**src/rtl/memwait_pkg.sv**
```systemverilog
package memwait_pkg;

  typedef enum logic [2:0] {
    PK_NONE,
    PK_WAIT_LO,
    PK_WAIT_HI,
    PK_FAST,
    PK_ID_A,
    PK_ID_B
  } port_kind_t;

  localparam logic [7:0] MAGIC_DEFAULT = 8'h83;
  localparam logic [7:0] RD_IDLE       = 8'hFF;

  function automatic logic [2:0] clamp_1_to_5(input logic [2:0] v);
    if (v == 3'd0)      return 3'd1;
    else if (v > 3'd5)  return 3'd5;
    else                return v;
  endfunction

  function automatic logic [2:0] clamp_to_5(input logic [2:0] v);
    return (v > 3'd5) ? 3'd5 : v;
  endfunction

endpackage

```
**src/rtl/memwait_decode.sv**
```systemverilog
module memwait_decode
  import memwait_pkg::*;
#(
  parameter int ADDR_W = 16,
  parameter int ID_W   = 16,
  parameter logic [ADDR_W-1:0] P_WAIT_LO = 16'h05E0,
  parameter logic [ADDR_W-1:0] P_WAIT_HI = 16'h05E2,
  parameter logic [ADDR_W-1:0] P_FAST    = 16'h05EC,
  parameter logic [ADDR_W-1:0] P_ID_A    = 16'h0030,
  parameter logic [ADDR_W-1:0] P_ID_B    = 16'h0031,
  parameter logic [ID_W-1:0]   ID_SPLIT  = 16'h0200,
  parameter logic [ID_W-1:0]   ID_FAST   = 16'h0500
) (
  input  logic [ADDR_W-1:0] addr,
  input  logic [ID_W-1:0]   id,
  output port_kind_t        kind
);
  logic hi_model;
  logic fast_ok;

  assign hi_model = (id >= ID_SPLIT);
  assign fast_ok  = (id >= ID_FAST);

  always_comb begin
    kind = PK_NONE;
    if (addr == P_ID_A)                       kind = PK_ID_A;
    else if (addr == P_ID_B)                  kind = PK_ID_B;
    else if (addr == P_WAIT_LO && !hi_model)  kind = PK_WAIT_LO;
    else if (addr == P_WAIT_HI && hi_model)   kind = PK_WAIT_HI;
    else if (addr == P_FAST && fast_ok)       kind = PK_FAST;
  end
endmodule

```
**src/rtl/memwait_regs.sv**
```systemverilog
module memwait_regs
  import memwait_pkg::*;
#(
  parameter int ID_W   = 16,
  parameter int CPU_W  = 3,
  parameter int WAIT_W = 4,
  parameter logic [ID_W-1:0] ID_CLAMP = 16'h0200
) (
  input  logic              clk,
  input  logic              rst,
  input  logic [ID_W-1:0]   id,
  input  logic [CPU_W-1:0]  cpu,
  input  port_kind_t        kind,
  input  logic              wr,
  input  logic [7:0]        wdata,
  output logic [WAIT_W-1:0] mem_wait,
  output logic [WAIT_W-1:0] vram_wait,
  output logic [7:0]        rb
);
  localparam logic [WAIT_W-1:0] DEF_MEM  = WAIT_W'(3);
  localparam logic [WAIT_W-1:0] DEF_VRAM = WAIT_W'(6);

  logic [2:0]        n_lo, n_hi;
  logic [WAIT_W-1:0] mem_nx, vram_nx;
  logic [7:0]        rb_nx;
  logic [7:0]        rb_reset;

  assign rb_reset = (cpu == CPU_W'(1) || cpu == CPU_W'(3)) ? 8'h03 : MAGIC_DEFAULT;

  always_comb begin
    n_lo = clamp_1_to_5(wdata[2:0]);
    n_hi = clamp_to_5(wdata[2:0]);
    if (id == ID_CLAMP && n_hi == 3'd0) n_hi = 3'd1;
  end

  always_comb begin
    mem_nx  = mem_wait;
    vram_nx = vram_wait;
    rb_nx   = rb;
    if (wr) begin
      unique case (kind)
        PK_WAIT_LO: begin
          mem_nx  = WAIT_W'(n_lo) + WAIT_W'(1);
          vram_nx = WAIT_W'(n_lo) + WAIT_W'(4);
          rb_nx   = {5'd0, n_lo};
        end
        PK_WAIT_HI: begin
          if (wdata == MAGIC_DEFAULT) begin
            mem_nx  = DEF_MEM;
            vram_nx = DEF_VRAM;
            rb_nx   = MAGIC_DEFAULT;
          end else begin
            mem_nx  = WAIT_W'(n_hi);
            vram_nx = WAIT_W'(n_hi) + WAIT_W'(3);
            rb_nx   = {5'd0, n_hi};
          end
        end
        PK_FAST: begin
          mem_nx  = wdata[0] ? WAIT_W'(0) : DEF_MEM;
          vram_nx = wdata[0] ? WAIT_W'(3) : DEF_VRAM;
        end
        default: ;
      endcase
    end
  end

  always_ff @(posedge clk) begin
    if (rst) begin
      mem_wait  <= DEF_MEM;
      vram_wait <= DEF_VRAM;
      rb        <= rb_reset;
    end else begin
      mem_wait  <= mem_nx;
      vram_wait <= vram_nx;
      rb        <= rb_nx;
    end
  end
endmodule

```
**src/rtl/memwait_rdmux.sv**
```systemverilog
module memwait_rdmux
  import memwait_pkg::*;
(
  input  logic       clk,
  input  logic       rst,
  input  logic       rd,
  input  port_kind_t kind,
  input  logic [4:0] id_mid,
  input  logic [7:0] id_top,
  input  logic [2:0] cpu_lo,
  input  logic [7:0] rb,
  output logic [7:0] rdata
);
  logic [7:0] sel;

  always_comb begin
    unique case (kind)
      PK_ID_A:                sel = {id_mid, cpu_lo};
      PK_ID_B:                sel = id_top;
      PK_WAIT_LO, PK_WAIT_HI: sel = rb;
      default:                sel = RD_IDLE;
    endcase
  end

  always_ff @(posedge clk) begin
    if (rst)     rdata <= RD_IDLE;
    else if (rd) rdata <= sel;
    else         rdata <= RD_IDLE;
  end
endmodule

```
**src/rtl/memwait_seq.sv**
```systemverilog
module memwait_seq #(
  parameter int WAIT_W = 4
) (
  input  logic              clk,
  input  logic              rst,
  input  logic              req,
  input  logic              is_vram,
  input  logic [WAIT_W-1:0] mem_wait,
  input  logic [WAIT_W-1:0] vram_wait,
  output logic              ready
);
  logic [WAIT_W-1:0] remain;
  logic [WAIT_W-1:0] pick;
  logic              idle;
  logic              start;

  assign pick  = is_vram ? vram_wait : mem_wait;
  assign idle  = (remain == '0);
  assign start = req && idle && (pick != '0);
  assign ready = idle && !start;

  always_ff @(posedge clk) begin
    if (rst)        remain <= '0;
    else if (start) remain <= pick - WAIT_W'(1);
    else if (!idle) remain <= remain - WAIT_W'(1);
  end
endmodule

```
**src/rtl/memwait_ctrl.sv**
```systemverilog
module memwait_ctrl
  import memwait_pkg::*;
#(
  parameter int ADDR_W = 16,
  parameter int ID_W   = 16,
  parameter int CPU_W  = 3,
  parameter int WAIT_W = 4,
  parameter logic [ADDR_W-1:0] P_WAIT_LO = 16'h05E0,
  parameter logic [ADDR_W-1:0] P_WAIT_HI = 16'h05E2,
  parameter logic [ADDR_W-1:0] P_FAST    = 16'h05EC,
  parameter logic [ADDR_W-1:0] P_ID_A    = 16'h0030,
  parameter logic [ADDR_W-1:0] P_ID_B    = 16'h0031,
  parameter logic [ID_W-1:0]   ID_SPLIT  = 16'h0200,
  parameter logic [ID_W-1:0]   ID_FAST   = 16'h0500
) (
  input  logic              clk,
  input  logic              rst,
  input  logic [ID_W-1:0]   machine_id,
  input  logic [CPU_W-1:0]  cpu_type,
  input  logic [ADDR_W-1:0] io_addr,
  input  logic [7:0]        io_wdata,
  input  logic              io_wr,
  input  logic              io_rd,
  output logic [7:0]        io_rdata,
  output logic [WAIT_W-1:0] mem_wait,
  output logic [WAIT_W-1:0] vram_wait,
  input  logic              acc_req,
  input  logic              acc_vram,
  output logic              acc_ready
);
  port_kind_t kind;
  logic [7:0] rb;

  memwait_decode #(
    .ADDR_W(ADDR_W), .ID_W(ID_W),
    .P_WAIT_LO(P_WAIT_LO), .P_WAIT_HI(P_WAIT_HI), .P_FAST(P_FAST),
    .P_ID_A(P_ID_A), .P_ID_B(P_ID_B),
    .ID_SPLIT(ID_SPLIT), .ID_FAST(ID_FAST)
  ) u_dec (
    .addr(io_addr), .id(machine_id), .kind(kind)
  );

  memwait_regs #(
    .ID_W(ID_W), .CPU_W(CPU_W), .WAIT_W(WAIT_W), .ID_CLAMP(ID_SPLIT)
  ) u_regs (
    .clk(clk), .rst(rst), .id(machine_id), .cpu(cpu_type),
    .kind(kind), .wr(io_wr), .wdata(io_wdata),
    .mem_wait(mem_wait), .vram_wait(vram_wait), .rb(rb)
  );

  memwait_rdmux u_rd (
    .clk(clk), .rst(rst), .rd(io_rd), .kind(kind),
    .id_mid(machine_id[7:3]), .id_top(machine_id[ID_W-1 -: 8]),
    .cpu_lo(cpu_type[2:0]), .rb(rb), .rdata(io_rdata)
  );

  memwait_seq #(.WAIT_W(WAIT_W)) u_seq (
    .clk(clk), .rst(rst), .req(acc_req), .is_vram(acc_vram),
    .mem_wait(mem_wait), .vram_wait(vram_wait), .ready(acc_ready)
  );
endmodule

```
**config.mk**
```make
export PLATFORM = sky130hd
export DESIGN_NAME = memwait_ctrl
export DESIGN_NICKNAME = d
export VERILOG_FILES = /design/src/rtl/memwait_pkg.sv /design/src/rtl/memwait_decode.sv /design/src/rtl/memwait_regs.sv /design/src/rtl/memwait_rdmux.sv /design/src/rtl/memwait_seq.sv /design/src/rtl/memwait_ctrl.sv
export SDC_FILE = /design/constraint.sdc
export NUM_CORES = 1
export LEC_CHECK = 0
export BUFFER_PORTS_ARGS = -buffer_cell sky130_fd_sc_hd__buf_2
export CORE_UTILIZATION = 35
export DETAILED_ROUTE_END_ITERATION = 7
export HOLD_SLACK_MARGIN = 0.06
export PLACE_DENSITY = 0.58
export SETUP_SLACK_MARGIN = 0.3
export SLEW_MARGIN = 10
export SYNTH_ARGS = -nofsm -noshare
export SYNTH_HDL_FRONTEND = slang
export SYNTH_HIERARCHICAL = 1
export SYNTH_SLANG_ARGS = --single-unit
```
**constraint.sdc**
```tcl
create_clock -name clk -period 3.7 [get_ports clk]
set_input_delay 0.74 -clock clk [delete_from_list [all_inputs] [get_ports clk]]
set_output_delay 0.74 -clock clk [all_outputs]
set_load 0.05 [all_outputs]
```
== Word level (Yosys, flattened, before mapping) ==
Cells that the tools add are included.
W data, S select, Z words.
Operators by class
  eq/ne operators: 15
  shift-type cells: 0
  add/sub/neg operators: 5
  muxes and demuxes: 23
  multiply operators: 0
  $lt $le $gt $ge: 3
  reductions and logical operators: 21
  bitwise operators: 1
  div/mod/pow operators: 0
Operator list (number)
  $eq A16 B11 Y1 const B: 3
  $eq A16 B6 Y1 const B: 2
  $mux W8: 4
  $mux W3: 9
  $pmux W4 S3: 2
  $pmux W8 S3: 1
  $eq A16 B10 Y1 const B: 1
  $ge A16 B10 Y1 const B: 1
  $ge A16 B11 Y1 const B: 1
  $mux W4: 4
  $pmux W8 S2: 1
  $eq A3 B2 Y1 const B: 3
  $eq A8 B8 Y1 const B: 1
  $sub A4 B1 Y4 const B: 2
  $logic_and A1 B1 Y1: 7
  $eq A3 B1 Y1 const B: 2
  $eq A3 B3 Y1 const B: 2
  $logic_not A3 Y1: 2
  $reduce_bool A3 Y1: 2
  $add A3 B1 Y4 const B: 1
  $add A3 B2 Y4 const B: 1
  $add A3 B3 Y4 const B: 1
  $logic_not A4 Y1: 1
  $mux W2: 2
  other kinds (9): 12
Word-level totals
  ROM bits: 0
  flip-flop bits (word level): 28
  RAM bits: 0
  memories: 0
  input port bits: 49
  latch bits: 0

== Logic depth before layout (Yosys ltp) ==
  word-level depth: 11
  gate-level depth with buffers: 9
  depth with buffers taken out: 8

== Hierarchy ==
Netlist, hierarchy kept.
Modules (own cells, without submodules)
  memwait_regs: area an instance 748.2 um2, seq. area each 280.3 um2, cells each 83, instances 1
  memwait_rdmux: area an instance 496.7 um2, seq. area each 160.2 um2, cells each 58, instances 1
  memwait_seq: area an instance 304.0 um2, seq. area each 80.1 um2, cells each 35, instances 1
  memwait_decode: area an instance 148.9 um2, seq. area each 0.0 um2, cells each 20, instances 1

== Worst setup path before layout ==
OpenSTA, ideal clock, no wires.
  kind: input port to flip-flop
  start point: in io_addr[9]
  end point: reg u_regs.vram_wait[2]
  cell stages on the path: 8
  arrival time: 3.148 ns
  setup slack: 0.431 ns
  required time: 3.578 ns
  path buffers: 1
  path through: or4_4 or4_4 a2111oi_2 a221o_1 buf_2 o211ai_2 or3_1 o32a_1
On the way
  longest elaborated chain between the ends: 10
Ends and longest elaborated chain
  from (decl): RTL line memwait_ctrl.sv:20  | input logic [ADDR_W-1:0] io_addr,
  $eq A16 B11 Y1: RTL line memwait_decode.sv:30  | else if (addr == P_FAST && fast_ok) kind = PK_FAST;
  $logic_and A1 B1 Y1: RTL line memwait_decode.sv:30
  $mux W2: RTL line memwait_decode.sv:30
  $mux W3: RTL line memwait_decode.sv:29  | else if (addr == P_WAIT_HI && hi_model) kind = PK_WAIT_HI;
  $mux W3: RTL line memwait_decode.sv:28  | else if (addr == P_WAIT_LO && !hi_model) kind = PK_WAIT_LO;
  $mux W3: RTL line memwait_decode.sv:27  | else if (addr == P_ID_B) kind = PK_ID_B;
  $mux W3 (*): RTL line memwait_decode.sv:26  | if (addr == P_ID_A) kind = PK_ID_A;
  named net kind[0]: RTL line memwait_ctrl.sv:31  | port_kind_t kind;
  $eq A3 B2 Y1 / $eq A3 B1 Y1 (equally long branches): RTL line memwait_regs.sv:41  | unique case (kind)
  $reduce_bool A3 Y1 (no source line)
  $reduce_and A2 Y1 (no source line)
  to (signal assigned): RTL line memwait_regs.sv:74  | vram_wait <= vram_nx;
  to (decl): RTL line memwait_regs.sv:17  | output logic [WAIT_W-1:0] vram_wait,
The timed path passes the listed nets; every way through them passes the cells marked *.
A chain may end at the register's enable or synchronous reset.

== Worst setup path in the final report ==
  start point: in io_addr[9]
  end point: reg u_regs.rb[2] (enable)
On the way
  longest elaborated chain between the ends: 10
Ends and longest elaborated chain
  $eq A16 B11 Y1: RTL line memwait_decode.sv:30
  $logic_and A1 B1 Y1: RTL line memwait_decode.sv:30
  $mux W2: RTL line memwait_decode.sv:30
  $mux W3: RTL line memwait_decode.sv:29
  $mux W3: RTL line memwait_decode.sv:28
  $mux W3: RTL line memwait_decode.sv:27
  $mux W3 (*): RTL line memwait_decode.sv:26
  named net kind[1]: RTL line memwait_ctrl.sv:31
  $eq A3 B1 Y1 / $eq A3 B2 Y1 (equally long branches): RTL line memwait_regs.sv:41
  $reduce_bool A3 Y1 (no source line) (*)
  $reduce_and A2 Y1 (no source line) (*)
  to (signal assigned): RTL line memwait_regs.sv:71  | rb <= rb_reset;
  to (signal assigned): RTL line memwait_regs.sv:75  | rb <= rb_nx;
  to (decl): RTL line memwait_regs.sv:18  | output logic [7:0] rb
Marks and branches as above.

==> out/results.ini <==
[timing]
setup_viol=0
max-slew-margin-rel_pct=61.4
worst_slew_pin_slew_ps=578
timing.fmax_mhz=309
clock_skew_ps=0.878
hold_violations=0
rsz0062_at_grt=no
drv_slew=0
finalSetupTns_ps=0
min_period_over_period_pct=87.3
period_minus_slack_ps=3230

[finish]
drive_gt1_share_pct=37.7
multi_input_area_um2=1080
fin_cells=312
area_growth_pct=25.0
fillCellCount=470
antennaDiodeCount=0
fin_nets=313
seq_area_um2=520

[placement]
dpl.cell_count=308
routabilityCongestion=0.781
io_buffers=65
dpl.hpwl_um=3260

[clock_tree]
cts_buffers=3
cts_hold_buffers=0
clockBufferDepth=2
clock_latency_ps=260
cts_sinks=24
cts_tree=yes
root_buffer=clkbuf_8
htree_levels=1
postCtsSetupBuffers=0
clk_pin_slew_ps=80

[synthesis]
ys_top_cells_by_area=dfxtp_1 24%, edfxtp_1 7.1%, a211oi_1 4.4%
syn_area_um2=1700
synth.avg_cell_area_um2=8.66
netlist_instances=196
synthXorXnorAreaFrac_pct=1.03
synth-main-ff-cell=dfxtp_1
ys_types=59
yosys_warnings=6
yosysTopAreaCell=dfxtp_1
synth_top_area_share_pct=23.6
ys_async_sr_fraction_pct=0
synth_compound_area_share_pct=22.8
synth-edff-count=4
synth_adder_area_share_pct=2.21
synth-simple-area-share_pct=33.8
ys_seq_area_share_pct=30.7
synth_top_family_by_area=simple AND/OR/NAND/NOR gates
yosys_register_bits=24
synth_mux_area_share_pct=2.58

[worst_setup_path]
ff2ff_path_depth=6
crit_buf_inv=1
critical_path.top_delay_family=simple AND/OR/NAND/NOR gates
cp_num_cells=8
r2r_setup_slack_ps=2090
end_kind=flop
cp_max_fo=8
critPathMostFrequentCell=or4_4
cp_cell_sequence=buf_2, or4_4, or4_4, a2111oi_2, a31o_1, or3b_1, nand2_1, a21o_1
critPathSlowestCell=or4_4
slowest_delay_ps=530
worstPathArrival_ps=3200
critPathRequiredTime_ps=3670
cp-start-kind=input port
crit_type=in2reg

[drt]
antenna_left=0
drt_iter0_drc=85
vias=1645
vias_per_cell=5.27
first_pass_iters=4
routed_wl_um=4030
drc=0
wl_per_cell_um=12.9

[hold_path]
min_path_type=reg2reg
min_path_cells=2

[floorplanning]
boundaryPins=66
initial_core_util_pct=37.7
num_rows=24
die_y_um=71.7
coreArea_um2=4500
die-area_um2=5130
die_x_um=71.7

[power_and_ir_drop]
power_density_nw_per_um2=333
irDropWorstVdd_mv=0.164
leakage_uw=0.000849

[job]
drv_cap=0

[grt]
grt_usage_pct=16.4
grt_overflow=0
grt_pass1_wl_um=6820
grt_max_degree=19
grt_pass1_vias=1570
grt_antenna_before_repair=0

[status]
status=completed

-- synth_stat cells (all sizes together), types with 2 or more instances --
library cell  count
inv               5
dfxtp            20
edfxtp            4
o31ai             9
nor3             13
nand3             2
nor2b             3
o211ai            3
a21oi            10
clkbuf            2
xor2              2
nor4              6
nor4b             5
nor2             18
and2b             9
o21ai             8
or4               3
a221o             2
nand2            10
nor3b             4
ha                3
nand2b            8
buf              12
mux2              3
or3b              2
or3               3
a211oi           10
-- where the power goes --
part           internal, uW  total [uW]  switching (uW)
registers               283         297            14.4
logic                  84.7         183            98.5
clock network           144         226            81.7
total                   512         707             195
-- what timing repair did --
| item | in CTS | in global routing |
|---|---|---|
| hold endpoints to repair | 0 | 0 |
| endpoints found under the setup margin | 0 | 2 |
| gates resized for setup | 0 | 1 |
-- cell usage in the layout, fill, tap and decap left out, drive strengths merged, types with 2 or more instances in the layout --
cell and n:
inv 5, nand3 2, edfxtp 4, nor3 13, conb 4, o31ai 9, xor2 2, or4 3
ha 3, or3b 2, nor3b 4, nor2 18, buf 71, nor2b 3, o21ai 8, clkbuf 3
nor4 6, o211ai 3, nand2b 8, dfxtp 20, nand2 10, and2b 9, nor4b 5, mux2 3
or3 3, a21oi 10, a211oi 10, a221o 2
-- final timing paths --
path,startpoint,to
setup / recovery,io_addr[9],u_regs/rb[2]
hold / removal,u_regs/vram_wait[3],u_regs/vram_wait[3]
setup reg to reg,u_seq/remain[0],u_seq/remain[2]
hold reg to reg,u_regs/vram_wait[3],u_regs/vram_wait[3]
-- cells by family (layout without fill, tap and decap cells) --
group / after synthesis / count (layout)
flops: 24 / 24
fa+ha+maj: 3 / 3
xor+xnor: 2 / 2
mux: 4 / 4
simple gates: 90 / 90
compound gates: 53 / 53
buf+inv: 19 / 80
other cells: 1 / 4
-- sequential cells by signal, indices dropped and copies added (netlist names) --
register	count
u_regs/vram_wait	4
u_seq/remain	4
u_regs/mem_wait	4
u_rd/rdata	8
u_regs/rb	4
-- stage by stage --
step | cell area (um2) | hold slack [ps] | setup WS, ps | util (%) | power [uW]
after CTS | 2120 | 500 | 473 | 47.1 | 712
after floorplan | 1710 | 562 | 431 | - | 432
final | 2120 | 500 | 469 | 47.1 | 707
after global routing | 2120 | 545 | 330 | 47.1 | 742
after global placement | 2050 | 483 | 258 | 45.5 | 485
after detailed placement | 2050 | 487 | 193 | 45.5 | 486
-- cell type report --
type,count,area share [%]
sequential,24,24.5
multi-input combinational,156,50.7
clock buffer,3,1.95
clock inverter,1,1.42
tap,52,3.07
inverter,5,0.884
timing repair buffer,71,17.5
-- worst reg2reg max path: cells and delay by family (launching register included) --
family,cells,cell delay (ps)
XOR/XNOR,1,150
adder cells (fa/ha/maj),1,210
flip-flops,1,340
AO/OA/AOI/OAI,1,110
AND/OR/NAND/NOR,3,700
-- per-layer routing --
metal / share of wire, % / GRT usage (%) / vias up
li1: - / - / 863
met1: 51 / 21.6 / 743
met2: 45 / 28.1 / 37
met3: 3.2 / 2.25 / 2
met4: 0.55 / 4.14 / 0
met5: 0 / 0 / -
No activity file was read; power rests on OpenSTA's default activity.
